### src/rtl/adc_sar_ctrl.sv
`timescale 1ns/1ps
module adc_sar_ctrl #(
  parameter int SHORT_SMP = 4,
  parameter int LONG_SMP  = 20
) (
  input  logic       clk,
  input  logic       rst_n,
  input  logic [1:0] pwr_mode,
  input  logic       alt_tick,
  input  logic       async_tick,
  input  logic [1:0] reg_addr,
  input  logic       wr_en,
  input  logic [7:0] wr_data,
  input  logic       rd_en,
  output logic [7:0] rd_data,
  input  logic       hw_trig,
  input  logic       cmp_in,
  output logic [9:0] dac_code,
  output logic       sampling,
  output logic       irq
);
  localparam int RES_W = 10;
  localparam int SMP_W = $clog2(LONG_SMP + 1);

  typedef enum logic [1:0] {IDLE, SAMPLE, CONV} st_t;

  st_t              state;
  logic [1:0]       cfg_src, cfg_div;
  logic             cfg_long, cfg_res10, cfg_lp;
  logic             sc_ie, sc_cont, sc_trg, sc_en, done_q, res_lock;
  logic [RES_W-1:0] res_q, sar_q;
  logic [SMP_W-1:0] smp_cnt;
  logic [3:0]       bit_idx;
  logic [2:0]       div_cnt;
  logic             half_q, trig_q;

  wire deep   = pwr_mode[1];
  wire light  = (pwr_mode == 2'b01);
  wire halted = light && (cfg_src != 2'd3);
  wire sc_wr  = wr_en && (reg_addr == 2'd1);
  wire cfg_wr = wr_en && (reg_addr == 2'd0);
  wire rd_hi  = rd_en && (reg_addr == 2'd2);
  wire rd_lo  = rd_en && (reg_addr == 2'd3);

  logic src_tick;
  always_comb begin
    case (cfg_src)
      2'd0:    src_tick = 1'b1;
      2'd1:    src_tick = half_q;
      2'd2:    src_tick = alt_tick;
      default: src_tick = async_tick;
    endcase
  end

  wire [2:0] dmask     = ~(3'b111 << cfg_div);
  wire       conv_tick = src_tick && ((div_cnt & dmask) == dmask);

  wire [SMP_W-1:0] smp_last = cfg_long ? SMP_W'(LONG_SMP - 1) : SMP_W'(SHORT_SMP - 1);
  wire [3:0]       lsb_idx  = cfg_res10 ? 4'd0 : 4'd2;
  wire [RES_W-1:0] trial    = sar_q | (RES_W'(1) << bit_idx);
  wire [RES_W-1:0] decided  = cmp_in ? trial : sar_q;
  wire [RES_W-1:0] res_val  = cfg_res10 ? decided : {2'b00, decided[RES_W-1:2]};
  wire             finish   = (state == CONV) && conv_tick && (bit_idx <= lsb_idx);

  wire sw_start = sc_wr && wr_data[0] && !wr_data[4] && !halted;
  wire hw_start = sc_en && sc_trg && hw_trig && !trig_q && (state == IDLE) && !halted;

  assign dac_code = (state == CONV) ? trial : '0;
  assign sampling = (state == SAMPLE);
  assign irq      = done_q && sc_ie;

  always_comb begin
    case (reg_addr)
      2'd0:    rd_data = {1'b0, cfg_lp, cfg_res10, cfg_long, cfg_div, cfg_src};
      2'd1:    rd_data = {done_q, sc_ie, sc_cont, sc_trg, 3'b000, sc_en};
      2'd2:    rd_data = {6'b0, res_q[9:8]};
      default: rd_data = res_q[7:0];
    endcase
  end

  always_ff @(posedge clk or negedge rst_n) begin
    if (!rst_n) begin
      half_q  <= 1'b0;
      div_cnt <= '0;
      trig_q  <= 1'b0;
    end else begin
      half_q  <= !half_q;
      trig_q  <= hw_trig;
      if (deep)          div_cnt <= '0;
      else if (src_tick) div_cnt <= div_cnt + 3'd1;
    end
  end

  always_ff @(posedge clk or negedge rst_n) begin
    if (!rst_n) begin
      {cfg_src, cfg_div, cfg_long, cfg_res10, cfg_lp} <= '0;
      {sc_ie, sc_cont, sc_trg, sc_en, done_q, res_lock} <= '0;
      res_q <= '0; sar_q <= '0; smp_cnt <= '0; bit_idx <= '0;
      state <= IDLE;
    end else if (deep) begin
      {cfg_src, cfg_div, cfg_long, cfg_res10, cfg_lp} <= '0;
      {sc_ie, sc_cont, sc_trg, sc_en, done_q, res_lock} <= '0;
      res_q <= '0; sar_q <= '0; smp_cnt <= '0; bit_idx <= '0;
      state <= IDLE;
    end else begin
      if (cfg_wr) begin
        cfg_src   <= wr_data[1:0];
        cfg_div   <= wr_data[3:2];
        cfg_long  <= wr_data[4];
        cfg_res10 <= wr_data[5];
        cfg_lp    <= wr_data[6];
      end
      if (sc_wr) begin
        sc_en   <= wr_data[0];
        sc_trg  <= wr_data[4];
        sc_cont <= wr_data[5];
        sc_ie   <= wr_data[6];
      end
      if (rd_hi) res_lock <= 1'b1;
      if (rd_lo) res_lock <= 1'b0;
      if (sc_wr || rd_lo) done_q <= 1'b0;
      if (finish && !res_lock) begin
        res_q  <= res_val;
        done_q <= 1'b1;
      end

      if (halted) begin
        state <= IDLE;
      end else if (sc_wr) begin
        state   <= sw_start ? SAMPLE : IDLE;
        smp_cnt <= '0;
      end else if (hw_start) begin
        state   <= SAMPLE;
        smp_cnt <= '0;
      end else begin
        case (state)
          SAMPLE: if (conv_tick) begin
            if (smp_cnt == smp_last) begin
              state   <= CONV;
              bit_idx <= 4'(RES_W - 1);
              sar_q   <= '0;
            end else begin
              smp_cnt <= smp_cnt + 1'b1;
            end
          end
          CONV: if (conv_tick) begin
            sar_q <= decided;
            if (finish) begin
              state   <= sc_cont ? SAMPLE : IDLE;
              smp_cnt <= '0;
            end else begin
              bit_idx <= bit_idx - 4'd1;
            end
          end
          default: state <= IDLE;
        endcase
      end
    end
  end


  deep_stop_clear_chk: assert property (@(posedge clk) disable iff (!rst_n)
    pwr_mode[1] |=> (state == IDLE && !done_q && !res_lock && cfg_src == 2'd0 && !sc_en));


  light_halt_chk: assert property (@(posedge clk) disable iff (!rst_n)
    (light && cfg_src != 2'd3) |=> (state == IDLE));


  lock_hold_chk: assert property (@(posedge clk) disable iff (!rst_n)
    (res_lock && !pwr_mode[1]) |=> $stable(res_q));


  flag_needs_unlock_chk: assert property (@(posedge clk) disable iff (!rst_n)
    $rose(done_q) |-> !$past(res_lock));


  conv_after_sample_chk: assert property (@(posedge clk) disable iff (!rst_n)
    (state == CONV && $past(state) != CONV) |-> ($past(state) == SAMPLE));


  irq_needs_done_chk: assert property (@(posedge clk) disable iff (!rst_n)
    $rose(irq) |-> ($past(finish) || $past(sc_wr)));
endmodule

### config.mk
export PLATFORM = sky130hd
export DESIGN_NAME = adc_sar_ctrl
export DESIGN_NICKNAME = d
export VERILOG_FILES = /design/src/rtl/adc_sar_ctrl.sv
export SDC_FILE = /design/constraint.sdc
export NUM_CORES = 1
export LEC_CHECK = 0
export ABC_AREA = 1
export BUFFER_PORTS_ARGS = -buffer_cell sky130_fd_sc_hd__buf_2
export CORE_AREA = 4 4 88 90
export CTS_CLUSTER_SIZE = 14
export DETAILED_ROUTE_END_ITERATION = 16
export DIE_AREA = 0 0 92 94
export PLACE_DENSITY = 0.75
export SLEW_MARGIN = 20
export SYNTH_ARGS = -nofsm -noshare
export SYNTH_HDL_FRONTEND = slang
export SYNTH_SLANG_ARGS = --single-unit
### constraint.sdc
create_clock -name clk -period 1.78 [get_ports clk]
set_input_delay 0.534 -clock clk [delete_from_list [all_inputs] [get_ports clk]]
set_output_delay 0.534 -clock clk [all_outputs]
set_load 0.02 [all_outputs]
---- After elaboration in Yosys (flattened, before gate mapping) ----
Index checks and enable logic that the tools add are counted.
storage, ports and cells
  output and inout bits ................... 20
  bits in registers ....................... 49
  bits of input ports ..................... 20
  word-level logic and storage cells ...... 165
cells by class
  order comparisons ....................... 1
  reductions and logical operators ........ 39
  shifts and indexed selects .............. 2
  equal/unequal tests ..................... 26
  bitwise logic cells ..................... 3
  multiplexer cells ....................... 72
  add/subtract/negate cells ............... 3
operators with widths
  cell                    count
  $mux W10                12
  $mux W5                 9
  $mux W4                 8
  $mux W2                 13
  $pmux W8 S3             1
  $mux W1                 22
  $pmux W10 S2            1
  $logic_and A1 B1 Y1     18
  $ne A5 B5 Y1 const B    3
  $ne A6 B2 Y1 const B    2
  $ne A6 B6 Y1 const B    2
  $or A10 B10 Y10         1
  $pmux W5 S2             1
  $shl A1 B4 Y10 const A  1
  $reduce_bool A3 Y1      3
  $eq A2 B1 Y1 const B    4
  $eq A2 B2 Y1 const B    4
  $ne A2 B2 Y1 const B    4
  $pmux W4 S2             1
  $reduce_and A8 Y1       1
  $reduce_bool A2 Y1      4
  $reduce_and A7 Y1       1
  $logic_not A2 Y1        3
  $mux W3                 2
  other kinds (19)        25

---- Depth between registers and ports, before layout ----
Gate-level depths: netlist of the first run.
  depth after elaboration ................. 14
  depth in mapped cells ................... 12
  gate-level depth less buffers ........... 12

---- Worst setup path after synthesis of the first run ----
Ideal clock, no wire load.
  kind .................................... flip-flop to flip-flop
  start ................................... register cfg_res10
  end ..................................... register bit_idx[3]
  slack ................................... -0.187 ns
  stages on the path, launching flop included .. 13
  data arrival time ....................... 1.849 ns
  library setup time ...................... 0.117 ns
  path through ............................ dfrtp_1 -> clkbuf_1 -> inv_1 -> clkbuf_1 -> ha_1 -> a21oi_1 -> nor2_2 -> nand3_4 -> nand2_1 -> nand2_1 -> nand3_2 -> nand2_1 -> nand2_1
on the way
  word-level cells in the longest chain between the ends .. 5
RTL lines
  element                      line  source
  from (decl)                  29    logic cfg_long, cfg_res10, cfg_lp;
  from (signal assigned)       110   cfg_res10 <= wr_data[5];
  $mux W2                      59    wire [3:0] lsb_idx = cfg_res10 ? 4'd0 : 4'd2;
  $le A4 B2 Y1                 63    wire finish = (state == CONV) && conv_tick && (bit_idx <= lsb_idx);
  $logic_and A1 B1 Y1          63
  $ne A3 B3 Y1 (no line)       -
  $reduce_and A8 Y1 (no line)  -
  to (signal assigned)         140   bit_idx <= 4'(RES_W - 1);
  to (signal assigned)         152   bit_idx <= bit_idx - 4'd1;
  to (decl)                    33    logic [3:0] bit_idx;
Every way passes these cells.
A chain may end at the register's enable or synchronous reset.

---- Worst setup path after layout of the first run ----
  start ................................... register bit_idx[0]
  end ..................................... output dac_code[8]
on the way
  word-level cells in the longest chain between the ends .. 3
RTL lines
  element          line  source
  $shl A1 B4 Y10   60    wire [RES_W-1:0] trial = sar_q | (RES_W'(1) << bit_idx);
  $or A10 B10 Y10  60
  $mux W10         68    assign dac_code = (state == CONV) ? trial : '0;
  to (decl)        18    output logic [9:0] dac_code,
Every way passes these cells.

==> results of run 1 <==
synth_stat cells, types with 6 or more instances:
cell type | count | share of area
a21oi_1 | 17 | 0.027
dfrtp_1 | 49 | 0.39
ha_1 | 12 | 0.047
inv_1 | 59 | 0.070
nand2_1 | 89 | 0.11
nand2_2 | 6 | 0.012
nand3_1 | 16 | 0.025
nand4_1 | 11 | 0.022
nor2_1 | 37 | 0.044
nor2_2 | 6 | 0.012
o21ai_0 | 24 | 0.038
o21ai_1 | 12 | 0.019
o22ai_2 | 7 | 0.028
per-stage QoR:
step,cells,instance area [µm²],util
final,603,4813,0.6819
after detailed placement,562,3807,0.5393
after global placement,562,3807,0.5393
after floorplan,404,3297,-
after global routing,603,4813,0.6819
after CTS,589,4383,0.6209
power groups by stage:
stage | Combinational (W) | Sequential (W) | Clock [W]
finish | 0.000798 | 0.00122 | 0.000870
global route | 0.000869 | 0.00123 | 0.000918
CTS | 0.000670 | 0.00122 | 0.000871
detailed placement | 0.000549 | 0.00124 | 0
global placement | 0.000536 | 0.00124 | 0
floorplan | 0.000366 | 0.00123 | 0
logic make-up after synthesis:
| kind of cell | after synthesis | share of synthesized area |
|---|---|---|
| adder cells (fa/ha/maj) | 12 | 0.04737 |
| multiplexers | 5 | 0.01776 |
| XOR/XNOR | 5 | 0.01382 |
| flip-flops | 49 | 0.3869 |
| AO/OA/AOI/OAI | 80 | 0.1615 |
| buffers and inverters | 72 | 0.09119 |
| AND/OR/NAND/NOR | 181 | 0.2815 |
worst max path at each step:
| stage | start | end | cells after the start |
|---|---|---|---|
| after global placement | reg_addr[1] | rd_data[5] | 4 |
| after global routing | bit_idx[0] | dac_code[8] | 7 |
| after detailed placement | reg_addr[1] | rd_data[1] | 4 |
| after CTS | bit_idx[0] | dac_code[8] | 7 |
| final | bit_idx[0] | dac_code[8] | 7 |
| after floorplan | cfg_res10 | res_q[3] | 9 |
worst max-delay path: stages, from the launching register on:
cell and delay (ns):
dfrtp_2 0.48, inv_4 0.10, ha_4 0.18, nand3_4 0.08
nand2_2 0.08, inv_2 0.04, nor2_4 0.07, buf_6 0.12
state kept, by name, indices dropped and copies added, names as in the netlist, 2 cells and up:
| register | flops |
|---|---|
| res_q | 10 |
| div_cnt | 3 |
| sar_q | 10 |
| state | 2 |
| cfg_div | 2 |
| cfg_src | 2 |
| bit_idx | 4 |
| smp_cnt | 5 |
layer usage:
metal | up-vias | part of all wire
met5 | - | 0
met4 | 0 | 0.027
met3 | 26 | 0.054
met2 | 124 | 0.51
met1 | 1546 | 0.41
li1 | 1523 | -
timing repair:
item / 4_1_cts / 5_1_grt
pin swaps: 19 / 29
resized for setup: 86 / 76
hold buffers: 0 / 0
setup buffers: 20 / 13
setup endpoints to repair: 23 / 50
gates cloned: 1 / 1
final cells by class:
cell class / count / area (µm²)
fill: 539 / 2246
multi-input combinational: 284 / 2217
sequential: 49 / 1230
timing repair buffer: 101 / 869.6
inverter: 62 / 252.7
tap: 99 / 123.9
clock buffer: 6 / 82.58
clock inverter: 2 / 37.54
==> run metrics, run 1 <==
sequential-to-total area share from yosys stat 0.3869; DRT Wirelength 9583 µm; routing usage on met1 0.2696; Synth Flop Type dfrtp_1; H-tree depth 2; Max Cap Violations 0; Initial Util 0.4490; DRC Markers 0; CTS tree done; CP Launch Type register; Die Area 0.008648 mm²; Pwr Density 601.0 mW/mm²; Psw 0.0009203 W; worst flop-to-flop path endpoint res_q[6]; total global-route track usage 0.2098; Rows 31; Post-Syn Nets 436; port bufs 38; Critical Path RT 1.25 ns; critical path class reg2out; Max-slew headroom 0.6588; async set-or-reset flop fraction in the synthesized netlist 1.000; Cell variety after synth 38; antenna violations before repair 0; Leakage 2.159 nW; Skew-Pair Late Insertion Delay between 0.3 and 0.4 ns; Post-Syn Area per Cell 7.845 µm²; share of cells above drive strength 1 0.4802; commonest non-fill, non-tap cell in the layout nand2_1; Post-synth EDFFs 0; Sw Ratio 0.3182; Slew Limit Fails 0; maximum clock insertion buffer count 2; FF-to-FF path depth 10; first-pass GRT wire length 14780 µm; most frequent cells in the layout nand2_1, buf_4, dfrtp_1; clock share of power 0.301; status complete, but fails checks; Gate power share 0.276; worst-path maximum fanout 4; Tcrit/Tclk final 1.117; IO Pins 40; Final Worst Setup Slack -0.2076 ns; n_diodes 0; post-synthesis cell area roughly 0.0032 mm²; Setup TNS -3.219 ns; RSZ-0062 raised after global routing true; gpl congestion 0.9321; Die Wd 92 µm; drt first pass iters 4; GR met2 Demand/Resource 0.3650; Setup WS pre-CTS -0.1377 ns; DIE HEIGHT 94 µm; via count between 3k and 4k; Pwr Total 0.002893 W; Warnings, synthesis 0; cell count after synthesis 404; critical path data arrival time about 1.5 ns; reg-to-reg startpoint bit_idx[1]; Final Critical Period 1.988 ns; Setup crit end kind output pin; Area Growth Syn to Fin 51.88%; Final ANT Viol Nets 0; Hold Vio Cnt, Final 0; routed len/inst 15.89 µm; Final Setup Violations 30; vias in the first global route 3163; FF-to-FF setup slack -0.13 ns; violated checks setup timing; Pint 0.001972 W; nets@finish 535; largest net degree at the start of global routing 32; DRT iter0 DRCs 160; worst vdd ir 0.5324 mV; sequential share of power 0.423; clock-pin slew on the worst setup and hold paths 0.10 ns; FMAX 503.1 MHz; gr ovfl total 0; clock skew 0.006510 ns; post-synthesis register bit count 49; Tightest Hold Check Type in2async; Core Footprint 0.007059 mm²; Via density 5.338; TritonCTS Sinks 49; WHS 0.1830 ns; Worst Tran Pin Value ~0.5 ns; total CTS buffers 5; M3 GR Usage 0.02564; Root Buffer clkbuf_8; layer with the highest usage met2; HPWL Detailed 5999 µm
No activity file was read; power rests on OpenSTA's default activity.
==> run 2: changes to the inputs <==
Settings changed: GPL_TIMING_DRIVEN set to 0, REMOVE_ABC_BUFFERS set to 1.
==> run 2 against run 1 <==
The run still ends with setup timing left. Fmax decreased by 0.66%. Wire length decreased by 2.6%. Non-clock buffer count decreased by 27. Final area decreased by 5.8%. Core utilization decreased by 4.0 points.
==> run metrics, run 2 (synthesis results as in run 1) <==
Core Footprint ~0.007 mm²; total global-route track usage 0.1936; gr ovfl total 0; WHS 0.2317 ns; Final Setup Violations 43; commonest non-fill, non-tap cell in the layout nand2_1; Reg area 0.001231 mm²; Initial Util 0.4490; DRT Wirelength 9333 µm; area occupied by multi-input gates 0.002152 mm²; Worst Setup EP dac_code[2]; Setup crit end kind output pin; Setup WS pre-CTS -0.4219 ns; Critical Path RT about 1.3 ns; Max Cap Violations 0; critical path class reg2out; routed len/inst 16.15 µm; worst flop-to-flop path endpoint smp_cnt[3]; Tightest Hold Check Type in2async; Worst Tran Pin Value approximately 0.64 ns; # fillers 550; FMAX 499.8 MHz; drt first pass iters 4; clock skew 0.009609 ns; antenna violations before repair 0; Root Buffer clkbuf_8; H-tree depth 2; Slew Limit Fails 0; via count around 3.1k; RSZ-0062 raised after global routing true; violated checks setup timing; DRT iter0 DRCs 189; FF-to-FF setup slack -0.21 ns; HPWL Detailed 5444 µm; Final Worst Setup Slack -0.2208 ns; DRC Markers 0; share of cells above drive strength 1 0.4509; Pwr Density between 500 and 600 mW/mm²; Area Growth Syn to Fin 42.99%; Final Critical Period 2.001 ns; Die Area a little under 0.009 mm²; Skew-Pair Late Insertion Delay a little over 0.3 ns; Hold Vio Cnt, Final 0; most frequent cells in the layout nand2_1, inv_1, dfrtp_1; Max-slew headroom 0.5716; Pwr Total ~0.0026 W; Final ANT Viol Nets 0; Regs by FF count res_q (10), sar_q (10), smp_cnt (5); CTS tree done; worst vdd ir 0.3414 mV; Tcrit/Tclk final 1.124; Setup TNS -5.802 ns; critical path data arrival time 1.47 ns; gpl congestion 0.8282; largest net degree at the start of global routing 50; CP Launch Type register; IO Pins 40; maximum clock insertion buffer count 2; Rows 31; n_diodes 0; clock-pin slew on the worst setup and hold paths 0.10 ns; status complete, but fails checks; worst setup path start state[0]; Die Wd a little over 90 µm; Via density roughly 5.4; nets@finish between 500 and 600; Leakage around 2.0 nW; DIE HEIGHT 94 µm; first-pass GRT wire length 13430 µm; total CTS buffers 5; reg-to-reg startpoint state[0]; worst-path maximum fanout 5; port bufs 38; FF-to-FF path depth 12; TritonCTS Sinks 49; vias in the first global route 2908
-- run 2: cell types whose count changed in the layout (fill, tap and decap cells not counted), moves of 5 or more --
cell     change
a21oi_4      -5
buf_6        +6
buf_4       -28
nor2_1       -9
nand2_1      +6
nor2_2       +8
nand2_2      -5
-- run 2: worst min path at each step --
stage               startpoint    endpoint  slack, ns
floorplan                rst_n  bit_idx[0]       0.24
global placement        half_q      half_q       0.41
detailed placement      half_q      half_q       0.42
CTS                      rst_n    sar_q[1]       0.26
global route             rst_n    sar_q[1]       0.28
finish                   rst_n    sar_q[1]       0.23
-- run 2: routing by layer --
layer / part of all wire / GRT usage / wire, µm / vias up
met1: 0.42 / 0.2508 / 3928 / 1513
met4: 0.020 / 0.07302 / 184 / 0
met2: 0.50 / 0.3236 / 4653 / 123
met5: 0 / 0 / 0 / -
li1: - / - / - / 1481
met3: 0.061 / 0.03446 / 567 / 20
-- run 2: stage by stage --
step,std cells,utilization,instance area [µm²]
after global routing,578,0.6420,4532
after global placement,531,0.4855,3427
after detailed placement,531,0.4858,3430
after floorplan,394,-,3113
after CTS,557,0.5606,3958
final,578,0.6420,4532
-- run 2: worst max-delay path, cell delays in order (launching register included) --
cell	delay (ns)
dfrtp_1	0.41
inv_2	0.08
ha_4	0.16
clkinvlp_4	0.14
buf_6	0.17
nor2_2	0.09
buf_6	0.12
-- run 2: timing repair --
action	4_1_cts	5_1_grt
pin swaps	16	27
endpoints found under the setup margin	52	50
gates cloned	0	5
setup buffers	19	18
gates resized for setup	92	95
hold buffers	0	0
-- run 2: cell type report --
cell class              instances  area share
multi-input cells             286      0.4749
well taps                      99     0.02733
clock buffers                   6     0.01822
repair buffers                 74      0.1477
clock inverters                 1    0.001657
inverters                      62     0.05605
repair inverters                1    0.002485
flip-flops and latches         49      0.2717
-- run 2: report_power, final --
part,internal [W],leakage [nW],switching (W)
registers,0.00117,0.653,0.0000628
clock network,0.000308,0.0433,0.000392
logic,0.000280,1.31,0.000420
==> run 3: changes to the inputs <==
Settings changed: CELL_PAD_IN_SITES_DETAIL_PLACEMENT set to 1, CELL_PAD_IN_SITES_GLOBAL_PLACEMENT set to 1, CORE_AREA 4 4 88 90 to 4 4 96 98, DIE_AREA 0 0 92 94 to 0 0 100 102, PLACE_DENSITY 0.75 to 0.82.
==> run 3 against run 2 <==
The flow still finishes with violations (setup timing). Clock-buffer cell count unchanged. Sequential power hardly changed. Fmax down 2.8%. Critical endpoint is now dac_code[8]. Power increased by 11%. Core utilization down 8.8 points. Largest cell class unchanged. Global-route usage grew 1.2 points.
==> run metrics, run 3 (synthesis results as in run 1) <==
status complete, but fails checks; violated checks setup timing; Critical Path RT 1.25 ns; DRT iter0 DRCs 174; Setup WS pre-CTS -0.5205 ns; CP max-delay cell dfrtp_1; critical path depth 6; Final ANT Viol Nets 0; routed len/inst slightly above 20 µm; total CTS buffers 5; Slew Limit Fails 0; commonest non-fill, non-tap cell in the layout nand2_1; IO Pins 40; Finished Core Util 0.5538; nets@finish between 500 and 600; WHS approximately 0.23 ns; Root Buffer clkbuf_8; Die Wd 100 µm; DRC Markers 0; Final Worst Setup Slack -0.2791 ns; H-tree depth 2; gr ovfl total 0; clock skew roughly 0.0045 ns; Max-slew headroom 0.5418; Pwr Density 623.5 mW/mm²; Die Area 0.01020 mm²; FF-to-FF path depth 9; largest net degree at the start of global routing 50; Via density 5.414; Leakage 2.065 nW; n_diodes 0; Setup TNS -5.456 ns; worst vdd ir 0.3618 mV; Final Critical Period a little over 2 ns; Core Footprint 0.008466 mm²; cell area after placement around 0.0034 mm²; Tightest Hold Check Type in2async; CP Cell Sequence inv_2, ha_4, clkinvlp_4, buf_8, nor2_2, buf_6; Hold Vio Cnt, Final 0; Area Growth Syn to Fin 47.93%; Skew-Pair Late Insertion Delay between 0.3 and 0.4 ns; DIE HEIGHT 102 µm; most frequent cells in the layout nand2_1, inv_1, dfrtp_1; Post-CTS Hold Buffers 0; via count 3232; RSZ-0062 raised after global routing true; maximum clock insertion buffer count 2; first-pass GRT wire length 16690 µm; finished layout cell area 0.004688 mm²; antenna violations before repair 0; DRT Wirelength 12370 µm; critical path class reg2out; drt first pass iters 6; Initial Util 0.3744; share of cells above drive strength 1 0.4683; Worst Tran Pin Value 0.6872 ns; delay-heaviest family, CP buffers and inverters; CP max stage delay 0.43 ns; port bufs 38; CTS tree done; Setup crit end kind output pin; clock-pin slew on the worst setup and hold paths approximately 0.1 ns; Tcrit/Tclk final 1.157; CP Launch Type register; Rows 34; Final Setup Violations 44; gpl congestion about 0.8; critical path data arrival time 1.53 ns; TritonCTS Sinks 49; worst-path maximum fanout 6; FMAX between 400 and 500 MHz; Buf/Inv on CP 4; Max Cap Violations 0; HPWL Detailed 6453 µm; total global-route track usage 0.2059; vias in the first global route 3258; Regs by FF count res_q (10), sar_q (10), smp_cnt (5)
[run 3: cell types whose count changed in the layout (fill, tap and decap cells not counted), sizes merged]
cell and delta:
buf +10, clkinvlp +1, inv -1, bufinv +1, nand2 -1
[run 3: power breakdown]
group          total (W)  internal, W  leakage (nW)  switching (W)
logic           0.000802     0.000319          1.35       0.000483
clock network   0.000886     0.000458        0.0574       0.000428
registers        0.00123      0.00117         0.653      0.0000687
[run 3: worst paths after layout]
check | from | end | slack [ns]
max | state[0] | dac_code[8] | -0.28
min | rst_n | smp_cnt[2] | 0.23
max reg2reg | cfg_res10 | smp_cnt[0] | -0.15
min reg2reg | half_q | half_q | 0.45
max in group asynchronous | rst_n | cfg_res10 | 1.04
min in group clk | hw_trig | trig_q | 0.33
[run 3: through the flow]
stage | total power (W) | instances
final | 0.002923 | 597
after global routing | 0.003044 | 597
after CTS | 0.002714 | 574
after detailed placement | 0.001726 | 540
after global placement | 0.001701 | 540
after floorplan | 0.001557 | 394
[run 3: layer usage]
metal | GRT usage | wire length, µm | up-vias
met1 | 0.2639 | 5236 | 1649
met3 | 0.03549 | 406 | 13
met2 | 0.3592 | 6536 | 78
met4 | 0.05803 | 193 | 0
met5 | 0 | 0 | -
li1 | - | - | 1492
[run 3: cell type report]
| type | instances | area (µm²) |
|---|---|---|
| fillers | 962 | 3777 |
| multi-input cells | 285 | 2191 |
| flip-flops and latches | 49 | 1231 |
| repair buffers | 84 | 747.0 |
| inverters | 62 | 257.7 |
| well taps | 108 | 135.1 |
| clock buffers | 6 | 82.58 |
| clock inverters | 2 | 37.54 |
| repair inverters | 1 | 6.256 |
[run 3: timing repair]
item	in CTS	in global routing
pin swaps	12	30
buffers inserted	25	23
cloned	1	2
endpoints found under the setup margin	52	50
gates resized for setup	92	99
